$ cat config.mk
export PLATFORM = sky130hd
export DESIGN_NAME = keepalive_watchdog
export DESIGN_NICKNAME = d
export VERILOG_FILES = /design/src/rtl/kw_pkg.sv /design/src/rtl/kw_tick_gen.sv /design/src/rtl/kw_sync_edge.sv /design/src/rtl/kw_period_meter.sv /design/src/rtl/kw_qualifier.sv /design/src/rtl/keepalive_watchdog.sv
export SDC_FILE = /design/constraint.sdc
export NUM_CORES = 1
export LEC_CHECK = 0
export BUFFER_PORTS_ARGS = -buffer_cell sky130_fd_sc_hd__buf_2
export CORE_MARGIN = 2
export CORE_UTILIZATION = 50
export CTS_BUF_LIST = sky130_fd_sc_hd__clkbuf_4 sky130_fd_sc_hd__clkbuf_8 sky130_fd_sc_hd__clkbuf_16
export CTS_CLUSTER_DIAMETER = 40
export CTS_CLUSTER_SIZE = 28
export DETAILED_ROUTE_END_ITERATION = 7
export GPL_ROUTABILITY_DRIVEN = 1
export PLACE_DENSITY = 0.66
export SETUP_SLACK_MARGIN = 0.5
export SYNTH_ARGS = -nofsm -noshare
export SYNTH_HDL_FRONTEND = slang
export SYNTH_SLANG_ARGS = --single-unit
$ cat constraint.sdc
create_clock -name clk -period 2.2 [get_ports clk]
set_input_delay 0.11 -clock clk [delete_from_list [all_inputs] [get_ports clk]]
set_output_delay 0.11 -clock clk [all_outputs]
set_load 0.02 [all_outputs]
$ cat src/rtl/kw_pkg.sv
package kw_pkg;
  // Verdict produced by the period meter, one pulse per event
  typedef struct packed {
    logic good;   // period ended inside the window
    logic bad;    // period ended outside the window
    logic lost;   // no edge within the maximum window
  } kw_event_t;
endpackage

$ cat src/rtl/kw_tick_gen.sv
module kw_tick_gen #(
  parameter int PRESCALE = 100
) (
  input  logic clk,
  input  logic rst,
  output logic tick_o
);
  localparam int PS_W = (PRESCALE > 1) ? $clog2(PRESCALE) : 1;
  localparam logic [PS_W-1:0] LAST = PS_W'(PRESCALE - 1);

  logic [PS_W-1:0] div_q;

  always_ff @(posedge clk) begin
    if (rst) begin
      div_q  <= '0;
      tick_o <= 1'b0;
    end else if (div_q == LAST) begin
      div_q  <= '0;
      tick_o <= 1'b1;
    end else begin
      div_q  <= div_q + 1'b1;
      tick_o <= 1'b0;
    end
  end
endmodule

$ cat src/rtl/kw_sync_edge.sv
module kw_sync_edge #(
  parameter int SYNC_STAGES = 2
) (
  input  logic clk,
  input  logic rst,
  input  logic async_i,
  output logic rise_o
);
  logic [SYNC_STAGES-1:0] chain_q;
  logic                   last_q;

  generate
    if (SYNC_STAGES == 1) begin : g_single
      always_ff @(posedge clk) begin
        if (rst) chain_q <= '0;
        else     chain_q <= async_i;
      end
    end else begin : g_chain
      always_ff @(posedge clk) begin
        if (rst) chain_q <= '0;
        else     chain_q <= {chain_q[SYNC_STAGES-2:0], async_i};
      end
    end
  endgenerate

  always_ff @(posedge clk) begin
    if (rst) last_q <= 1'b0;
    else     last_q <= chain_q[SYNC_STAGES-1];
  end

  assign rise_o = chain_q[SYNC_STAGES-1] & ~last_q;
endmodule

$ cat src/rtl/kw_period_meter.sv
module kw_period_meter
  import kw_pkg::*;
#(
  parameter int MIN_TICKS = 182,
  parameter int MAX_TICKS = 222
) (
  input  logic      clk,
  input  logic      rst,
  input  logic      tick_i,
  input  logic      rise_i,
  output kw_event_t ev_o,
  output logic [$clog2(MAX_TICKS+2)-1:0] count_o
);
  localparam int CNT_W = $clog2(MAX_TICKS + 2);
  localparam logic [CNT_W-1:0] SAT  = CNT_W'(MAX_TICKS + 1);
  localparam logic [CNT_W-1:0] LO   = CNT_W'(MIN_TICKS);
  localparam logic [CNT_W-1:0] HI   = CNT_W'(MAX_TICKS);

  logic [CNT_W-1:0] cnt_q;
  logic [CNT_W-1:0] meas;
  logic             can_step;
  logic             in_window;

  // A tick landing on the edge cycle still belongs to the closing period
  always_comb begin
    can_step  = tick_i && (cnt_q != SAT);
    meas      = can_step ? cnt_q + 1'b1 : cnt_q;
    in_window = (meas >= LO) && (meas <= HI);
  end

  // Reset loads the saturated value: the first edge is never judged valid
  always_ff @(posedge clk) begin
    if (rst) begin
      cnt_q <= SAT;
      ev_o  <= '0;
    end else begin
      ev_o <= '0;
      if (rise_i) begin
        ev_o.good <= in_window;
        ev_o.bad  <= ~in_window;
        cnt_q     <= '0;
      end else if (can_step) begin
        cnt_q     <= cnt_q + 1'b1;
        ev_o.lost <= (cnt_q + 1'b1) == SAT;
      end
    end
  end

  assign count_o = cnt_q;
endmodule

$ cat src/rtl/kw_qualifier.sv
module kw_qualifier
  import kw_pkg::*;
#(
  parameter int GOOD_NEEDED = 3
) (
  input  logic      clk,
  input  logic      rst,
  input  kw_event_t ev_i,
  output logic      en_o
);
  localparam int GOOD_W = $clog2(GOOD_NEEDED + 1);
  localparam logic [GOOD_W-1:0] LIM = GOOD_W'(GOOD_NEEDED);

  logic [GOOD_W-1:0] streak_q;

  always_ff @(posedge clk) begin
    if (rst) begin
      streak_q <= '0;
      en_o     <= 1'b0;
    end else if (ev_i.bad || ev_i.lost) begin
      streak_q <= '0;
      en_o     <= 1'b0;
    end else if (ev_i.good) begin
      if (streak_q != LIM) streak_q <= streak_q + 1'b1;
      if (streak_q >= LIM - 1'b1) en_o <= 1'b1;
    end
  end
endmodule

$ cat src/rtl/keepalive_watchdog.sv
module keepalive_watchdog
  import kw_pkg::*;
#(
  parameter int PRESCALE    = 100,
  parameter int MIN_TICKS   = 182,
  parameter int MAX_TICKS   = 222,
  parameter int GOOD_NEEDED = 3,
  parameter int SYNC_STAGES = 2
) (
  input  logic clk,
  input  logic rst,
  input  logic keepalive_i,
  output logic motor_en_o
);
  localparam int CNT_W = $clog2(MAX_TICKS + 2);

  logic             tick;
  logic             rise;
  kw_event_t        ev;
  logic [CNT_W-1:0] period_cnt;

  kw_tick_gen #(.PRESCALE(PRESCALE)) tick_i (
    .clk(clk), .rst(rst), .tick_o(tick)
  );

  kw_sync_edge #(.SYNC_STAGES(SYNC_STAGES)) sync_i (
    .clk(clk), .rst(rst), .async_i(keepalive_i), .rise_o(rise)
  );

  kw_period_meter #(.MIN_TICKS(MIN_TICKS), .MAX_TICKS(MAX_TICKS)) meter_i (
    .clk(clk), .rst(rst), .tick_i(tick), .rise_i(rise),
    .ev_o(ev), .count_o(period_cnt)
  );

  kw_qualifier #(.GOOD_NEEDED(GOOD_NEEDED)) qual_i (
    .clk(clk), .rst(rst), .ev_i(ev), .en_o(motor_en_o)
  );
endmodule

# [Yosys cells after proc, flatten, opt, wreduce, memory -nomap -nowiden]
# Cells that the tools add are included.
[totals] regBits=25 inputBits=3
[classes] add_sub_neg=3 order_cmp=3 n_eq_ne=4 muxes=3 bitwise_logic=5 n_reduce_logical=10
[op_table] cell="8-bit 2-to-1 mux" count=2
[op_table] cell="8-bit by 1-bit adder with 8-bit output (second input constant)" count=1
[op_table] cell="8-bit equality test (second input constant)" count=1
[op_table] cell="8-bit >= comparator (second input constant)" count=1
[op_table] cell="8-bit less-or-equal comparator (second input constant)" count=1
[op_table] cell="8-bit != test (second input constant)" count=1
[op_table] cell="2-bit OR reduction" count=4
[op_table] cell="7-bit by 1-bit adder with 7-bit output (second input constant)" count=1
[op_table] cell="7-bit equality test (second input constant)" count=1
[op_table] cell="1-bit NOT" count=4
[op_table] cell="2-bit AND reduction" count=2
[op_table] cell="3-bit OR reduction" count=1
[op_table] cell="2-bit by 1-bit adder with 2-bit output (second input constant)" count=1
[op_table] cell="2-bit >= comparator (second input constant)" count=1
[op_table] cell="1-bit logical AND" count=2
[op_table] cell="2-bit != test (second input constant)" count=1
[op_table] cell="1-bit AND" count=1
[op_table] cell="1-bit logical OR" count=1
[op_table] cell="1-bit 2-to-1 mux" count=1

# [Logic depth before layout (Yosys ltp)]
# Gate-level depths: netlist of the first run.
[logic_depth] ltp_word=6 mapped_depth=7 depth_no_buf=7

# [By module]
# A second synthesis of the first run with hierarchy kept.
[unflattened] hier_cells=152 hier_area_um2=1365.1
[by_module_without_submodules] mod="kw_period_meter" instances=1 cells_each=96 area_each_um2=799.5
[by_module_without_submodules] mod="kw_tick_gen" instances=1 cells_each=34 area_each_um2=327.8
[by_module_without_submodules] mod="kw_qualifier" instances=1 cells_each=15 area_each_um2=150.1
[by_module_without_submodules] mod="kw_sync_edge" instances=1 cells_each=7 area_each_um2=87.6

# [Worst setup path before layout of the first run]
# No wires, ideal clock.
[synth_path] kind="flip-flop to flip-flop" from="reg meter_i.cnt_q[0] (netlist: meter_i.count_o[0])" to="reg meter_i.ev_o[1] in the netlist's numbering" arrival_time_ps=1771 t_required_ps=2084 setup_slack_ps=314 stages_incl_launch_ff=8 path_buffers=0 period_less_slack_ps=1886 path_cell_list="dfxtp_1 > inv_1 > ha_1 > o21ai_0 > a32oi_1 > a22o_2 > a2111o_1 > and3b_1"
[synth_via] elab_chain_len=6 elab_cells_between_ends=8
[synth_lines] item="start: declaration" line_no="kw_period_meter.sv:19" source="logic [CNT_W-1:0] cnt_q;"
[synth_lines] item="start signal: assignment" line_no="kw_period_meter.sv:43" source="cnt_q <= cnt_q + 1'b1;"
[synth_lines] item="parallel branches: the longest is 2 deep, another holds 8-bit by 1-bit adder with 8-bit output"
[synth_lines] item="8-bit 2-to-1 mux *" line_no="kw_period_meter.sv:27" source="meas = can_step ? cnt_q + 1'b1 : cnt_q;"
[synth_lines] item="8-bit >= comparator / 8-bit less-or-equal comparator (equally long branches)" line_no="kw_period_meter.sv:28" source="in_window = (meas >= LO) && (meas <= HI);"
[synth_lines] item="1-bit logical AND *" line_no="kw_period_meter.sv:28"
[synth_lines] item="1-bit NOT *" line_no="kw_period_meter.sv:40" source="ev_o.bad <= ~in_window;"
[synth_lines] item="end: declaration" line_no="kw_period_meter.sv:11" source="output kw_event_t ev_o,"
# Every way passes the cells marked *.
# A chain may end at the register's enable or synchronous reset.

# [Worst setup path in the final report of the first run]
# Same ends and word-level chain as after synthesis.

==> results by group, run 1 <==
Logic synthesis
  – Post-synth top cells: dfxtp_1 (25), nor2_1 (16), xnor2_1 (10), nand2_1 (8)
  – Synth async-reset ratio: 0%
  – Syn nets: 154
  – Post-synth EDFFs: 0
  – Register area share after synthesis: 37.5%
  – Yosys top cell by area: dfxtp_1
  – Most used flip-flop cell after synthesis: dfxtp_1
  – Flops & latches, synth: 25
  – Unique masters post-synth: 45
  – Gate Count Post-Synth: 146
  – Synth warnings: 0
  – Synthesized area per cell: 9.14 um2
  – Top cells by area, synth: dfxtp_1 (38%), xnor2_1 (6.6%), ha_1 (4.7%), nor2_1 (4.5%), nor2b_1 (2.8%)
  – Most frequent cell after synthesis: dfxtp_1
  – Top cell type's share of synthesized area: a little under two fifths
  – Mapped cell area: 1330 um2

Place
  – Hpwl dp: 1770 um
  – GP Congestion: around 0.94
  – IO buf count: 3
  – Cell count after placement: 173

Cells and area
  – Fin cells: 186
  – Ratio of cells with drive above 1 in the final layout: 25.6%
  – Layout Area Growth over Synthesis: 11.8%
  – # nets final: 165
  – Diode count: 0

Floorplanning
  – Die Y: 55.7 um
  – Ports: 4
  – Die width: 55.7 um
  – Rows: 18
  – Starting density of the core: about 53%
  – Die area: 3100 um2
  – Core Box Area: 2500 um2

Worst setup path
  – CP max stage delay: between 0.4 and 0.5 ns
  – Worst reg2reg setup slack: ~0.36 ns
  – CP Max Fanout: 5
  – Crit-path cells: inv_6 > ha_4 > nor2_1 > a32oi_1 > a22o_2 > a2111o_1 > and3b_1
  – Crit Path Class: reg2reg
  – CP Buf/Inv Count: 1
  – CP startpoint kind: register
  – CP top delay family: compound AO/OA/AOI/OAI gates
  – Crit-path slowest cell: dfxtp_4
  – CP Data Required Time: 2.43 ns
  – Crit end category: register
  – Crit path DAT: 2.06 ns

Clock network
  – CTS root buf: clkbuf_4
  – CTS tree: yes
  – Reg clk slew, reported paths: 0.14 ns
  – TritonCTS Buffers: 3
  – CTS H-tree lvls: 1
  – Clock buffer depth: 2
  – Clock sinks: 25
  – Worst skew pair latency: 0.31 ns

Timing
  – Pins Over Slew Limit: 0
  – Hold Violations, Final: 0
  – Total Neg Setup Slack: 0 ns
  – Final setup fails: 0
  – Fin crit period: ~1.8 ns
  – Clk_skew: 0.00135 ns
  – Period utilization: 83.5%
  – Max Fclk: approximately 540 MHz
  – Worst-Margin Slew: about 0.67 ns
  – RSZ-0062 raised after global routing: true
  – Worst rel slew slack: 55.5%

Route
  – Drt initial violations: 40
  – Initial DRT Pass Iterations: 5
  – Via Count: 1061
  – Total wire length: roughly 2700 um
  – WL per Instance: 14.5 um
  – Post-route DRC violation count: 0
  – Routed Antenna Nets: 0
  – Drt via density: 5.70

Power and ir drop
  – Power per cell area: 570 nW/um2
  – Worst VDD drop: 0.376 mV
  – P_leak: 0.000594 uW
  – Total Power: 850 uW

Global routing
  – Grt ovf: 0
  – Global-route wire length before repair: about 4700 um
  – Gr usage total: a little under a fifth
  – Antenna violations before repair: 0
  – Largest net degree at the start of global routing: 16
  – Vias in the first global route: 1055

Hold path
  – Min-Delay Path Class: in2reg

Status
  – Status: completed

Flow run
  – Number of max-cap violations: 0
-- placed cells by master, fill, tap and decap left out, drive strengths merged, types with 2 or more instances in the layout --
master,count
xnor2,10
or2b,2
xor2,3
inv,8
mux2,2
nand2,8
nor3,2
o21ai,7
or3,2
o31ai,2
a32oi,2
buf,11
ha,5
and3,3
clkbuf,3
a211oi,2
nand3,7
nand4,3
nand2b,2
dfxtp,25
o41ai,2
a21oi,7
nor2b,6
nor2,16
-- final timing paths --
path,start,end,cells past startpoint
setup / recovery,meter_i.count_o[0],meter_i.ev_o[1],7
hold / removal,rst,sync_i.chain_q[1],2
setup reg to reg,meter_i.count_o[0],meter_i.ev_o[1],7
hold reg to reg,sync_i.chain_q[0],sync_i.chain_q[1],1
-- power breakdown --
group	switching (uW)	total, uW	internal [uW]
clock network	140	211	70.7
logic	74.0	149	74.7
registers	22.8	490	468
-- layout make-up --
class                           count  area [um2]
Clock buffer                        3        22.5
Clock inverter                      1        6.26
Fill cell                         215        1010
Inverter                            7        31.3
Multi-Input combinational cell    108         791
Sequential cell                    25         518
Tap cell                           30        37.5
Timing Repair Buffer               12        85.1
-- per-layer routing --
| metal | global-route usage (%) | up-vias | part of all wire (%) |
|---|---|---|---|
| met2 | 33.5 | 24 | 52 |
| met3 | 2.79 | 4 | 4.0 |
| met1 | 22.7 | 500 | 42 |
| met4 | 5.92 | 0 | 1.6 |
| met5 | 0 | - | 0 |
| li1 | - | 533 | - |
-- stage by stage --
step,hold slack (ns),area [um2],utilization (%),setup slack (ns)
2_1_floorplan,0.182,1380,-,0.492
3_3_place_gp,0.321,1370,54.8,0.328
3_5_place_dp,0.324,1370,54.8,0.236
4_1_cts,0.0773,1480,59.4,0.416
5_1_grt,0.0698,1490,59.7,0.321
6_report,0.0841,1490,59.7,0.363
-- timing repair --
| item | in CTS | in global routing |
|---|---|---|
| pin swaps | 4 | 0 |
| hold buffers | 1 | 0 |
| hold endpoints to repair | 1 | 0 |
| endpoints found under the setup margin | 4 | 4 |
| setup buffers | 8 | 0 |
| gates resized for setup | 8 | 2 |
-- cells by family after synthesis --
logic type                 count (synthesis)  synth area share, %
and+or+nand+nor                           60                 24.5
AOI/OAI and AO/OA                         27                 15.7
DFF                                       25                 37.5
xor gates and xnor gates                  13                 8.54
buffers and inverters                     13                 6.38
adders and majority gates                  5                 4.69
muxes                                      3                 2.72
-- state kept, by name (all words and copies together) (netlist names) --
register	cells
tick_i.div_q	7
tick_i.tick_o	1
sync_i.last_q	1
qual_i.streak_q	2
meter_i.count_o	8
meter_i.ev_o	3
sync_i.chain_q	2
qual_i.en_o	1
-- worst register-to-register path: cells and delay by family (launching register included) --
| family | cells | cell delay, ns |
|---|---|---|
| AOI/OAI and AO/OA | 3 | 0.78 |
| DFF | 1 | 0.43 |
| and+or+nand+nor | 2 | 0.26 |
| adders and majority gates | 1 | 0.24 |
| buffers and inverters | 1 | 0.04 |
No activity file was read; power rests on OpenSTA's default activity.
==> inputs of run 2 (changes only) <==
--- a/config.mk
+++ b/config.mk
@@ -13,7 +13,7 @@
 export CTS_CLUSTER_SIZE = 28
 export DETAILED_ROUTE_END_ITERATION = 7
 export GPL_ROUTABILITY_DRIVEN = 1
-export PLACE_DENSITY = 0.66
+export PLACE_DENSITY = 0.69
 export SETUP_SLACK_MARGIN = 0.5
 export SYNTH_ARGS = -nofsm -noshare
 export SYNTH_HDL_FRONTEND = slang
==> constraint.sdc (replaced) <==
create_clock -name clk -period 1.5 [get_ports clk]
set_input_delay 0.075 -clock clk [delete_from_list [all_inputs] [get_ports clk]]
set_output_delay 0.075 -clock clk [all_outputs]
set_load 0.02 [all_outputs]
==> results by group, run 2 (synthesis gave the netlist of run 1 again) <==
Timing
  – Final setup fails: 7 (was 0)
  – Hold Violations, Final: 1 (was 0)
  – Worst-Margin Slew: 0.386 ns (was 0.666 ns)
  – Clk_skew: 0.00925 ns (was 0.00135 ns)
  – Worst rel slew slack: 74.2% (was 55.5%)
  – Max Fclk: 558 MHz (was 544 MHz)
  – Setup WS post-layout: -0.294 ns (was 0.363 ns)
  – Hold WS: -0.00587 ns (was 0.0841 ns)
  – Period utilization: 120% (was 83.5%)
  – Fin crit period: 1.79 ns (was 1.84 ns)
  – Pins Over Slew Limit: 0 (unchanged)
  – RSZ-0062 raised after global routing: true (unchanged)

Route
  – Total wire length: 3300 um (was 2690 um)
  – WL per Instance: 15.3 um (was 14.5 um)
  – Drt via density: 5.66 (was 5.70)
  – Initial DRT Pass Iterations: 4 (was 5)
  – Post-route DRC violation count: 0 (unchanged)
  – Routed Antenna Nets: 0 (unchanged)
  – Drt initial violations: 26 (was 40)
  – Via Count: 1223 (was 1061)

Status
  – Failing checks: negative hold slack, negative setup slack
  – Status: complete, but fails checks (was completed)

Floorplanning
  – Die area: 3100 um2 (unchanged)
  – Die width: 55.7 um (unchanged)
  – Rows: 18 (unchanged)
  – Core Box Area: 2500 um2 (unchanged)
  – Starting density of the core: 53.4% (unchanged)
  – Die Y: 55.7 um (unchanged)
  – Ports: 4 (unchanged)

Cells and area
  – Commonest non-fill, non-tap cell in the layout: buf_4 (was dfxtp_1)
  – # nets final: 195 (was 165)
  – Layout Area Growth over Synthesis: 43.8% (was 11.8%)
  – Ratio of cells with drive above 1 in the final layout: 54.3% (was 25.6%)
  – Fin cells: 216 (was 186)
  – Diode count: 0 (unchanged)
  – Layout fillers: 166 (was 215)
  – Max FFs per register: 8 (unchanged)
  – Commonest non-fill, non-tap cells in the layout: buf_4 (32), dfxtp_1 (11), nor2_1 (8) (was dfxtp_1 (17), nor2_1 (16), xnor2_1 (10))

Global routing
  – Vias in the first global route: 1240 (was 1055)
  – Antenna violations before repair: 0 (unchanged)
  – Gr usage total: 21.4% (was 18.7%)
  – Largest net degree at the start of global routing: 16 (unchanged)
  – Grt ovf: 0 (unchanged)
  – Global-route wire length before repair: 5360 um (was 4650 um)

Clock network
  – Reg clk slew, reported paths: 0.15 ns (was 0.14 ns)
  – Clock buffer depth: 2 (unchanged)
  – Clock sinks: 25 (unchanged)
  – TritonCTS Buffers: 3 (unchanged)
  – CTS H-tree lvls: 1 (unchanged)
  – CTS root buf: clkbuf_4 (unchanged)
  – CTS tree: yes (unchanged)
  – Worst skew pair latency: 0.34 ns (was 0.31 ns)

Worst setup path
  – Crit-path slowest cell: dfxtp_4 (unchanged)
  – CP Max Fanout: 5 (unchanged)
  – CP Data Required Time: 1.76 ns (was 2.43 ns)
  – CP top delay family: compound AO/OA/AOI/OAI gates (unchanged)
  – Crit end category: register (unchanged)
  – Crit path DAT: 2.05 ns (was 2.06 ns)
  – CP Buf/Inv Count: 1 (unchanged)
  – CP max stage delay: 0.43 ns (about the same)
  – CP startpoint kind: register (unchanged)
  – Crit-path cells: inv_4 > ha_4 > o21ai_2 > a32oi_1 > a22o_2 > a2111o_1 > and3b_1 (was inv_6 > ha_4 > nor2_1 > a32oi_1 > a22o_2 > a2111o_1 > and3b_1)
  – Crit Path Class: reg2reg (unchanged)

Flow run
  – Number of max-cap violations: 0 (unchanged)

Place
  – Hpwl dp: 2270 um (was 1770 um)
  – Cell count after placement: 200 (was 173)
  – Setup Slack @ Placement: -0.282 ns (was 0.236 ns)
  – GP Congestion: 0.823 (was 0.942)
  – IO buf count: 3 (unchanged)

Power and ir drop
  – Power per cell area: 702 nW/um2 (was 570 nW/um2)
  – Worst VDD drop: 0.473 mV (was 0.376 mV)
  – P_leak: 0.000757 uW (was 0.000594 uW)
  – Total Power: 1350 uW (was 850 uW)

Hold path
  – Min-Delay Path Class: in2reg (unchanged)
run 2: cell types whose count changed in the layout (fill, tap and decap cells not counted), sizes merged:
| cell | before | now |
|---|---|---|
| dlygate4sd3 | 1 | 3 |
| inv | 8 | 7 |
| buf | 11 | 39 |
| clkinvlp | 0 | 1 |
run 2: metrics by stage:
stage          setup TNS [ns]  util (%)  area [um2]  hold slack [ns]
6_report                -1.07      76.7        1920         -0.00587
5_1_grt                 -1.52      76.7        1920          0.00406
4_1_cts                -0.807      70.9        1770        0.0000666
3_5_place_dp           -0.998      63.8        1600            0.319
3_3_place_gp           -0.771      63.8        1600            0.282
2_1_floorplan          -0.410         -        1400            0.136
run 2: report_power, final:
part	switching, uW	internal, uW
clock network	222	103
registers	27.1	681
logic	147	166
run 2: timing repair:
item | in CTS | in global routing
resized for setup | 25 | 28
endpoints found under the setup margin | 20 | 21
pin swaps | 16 | 16
hold buffers | 2 | 1
cloned | 0 | 0
hold endpoints to repair | 2 | 1
buffers inserted | 6 | 3
run 2: final cells by class:
type                       count  area [um2]  area share (%)
clock inverter                 1        7.51           0.391
multi-input combinational    108         956            49.8
sequential                    25         536            27.9
clock buffer                   3        22.5            1.17
timing repair buffer          42         330            17.2
tap                           30        37.5            1.96
inverter                       7        28.8            1.50
run 2: worst paths after layout:
| kind | start | endpoint | slack [ns] | depth (start not counted) |
|---|---|---|---|---|
| min | rst | sync_i.chain_q[1] | -0.006 | 2 |
| max reg2reg | meter_i.count_o[0] | meter_i.ev_o[1] | -0.29 | 7 |
| min reg2reg | sync_i.chain_q[0] | sync_i.chain_q[1] | 0.46 | 1 |
| max | meter_i.count_o[0] | meter_i.ev_o[1] | -0.29 | 7 |
run 2: routing by layer:
layer | up-vias | track usage, % | part of all wire (%) | wire, um
li1 | 596 | - | - | -
met4 | 0 | 6.97 | 2.7 | 88
met5 | - | 0 | 0 | 0
met2 | 21 | 39.3 | 54 | 1790
met3 | 9 | 3.49 | 2.6 | 86
met1 | 597 | 25.1 | 40 | 1340
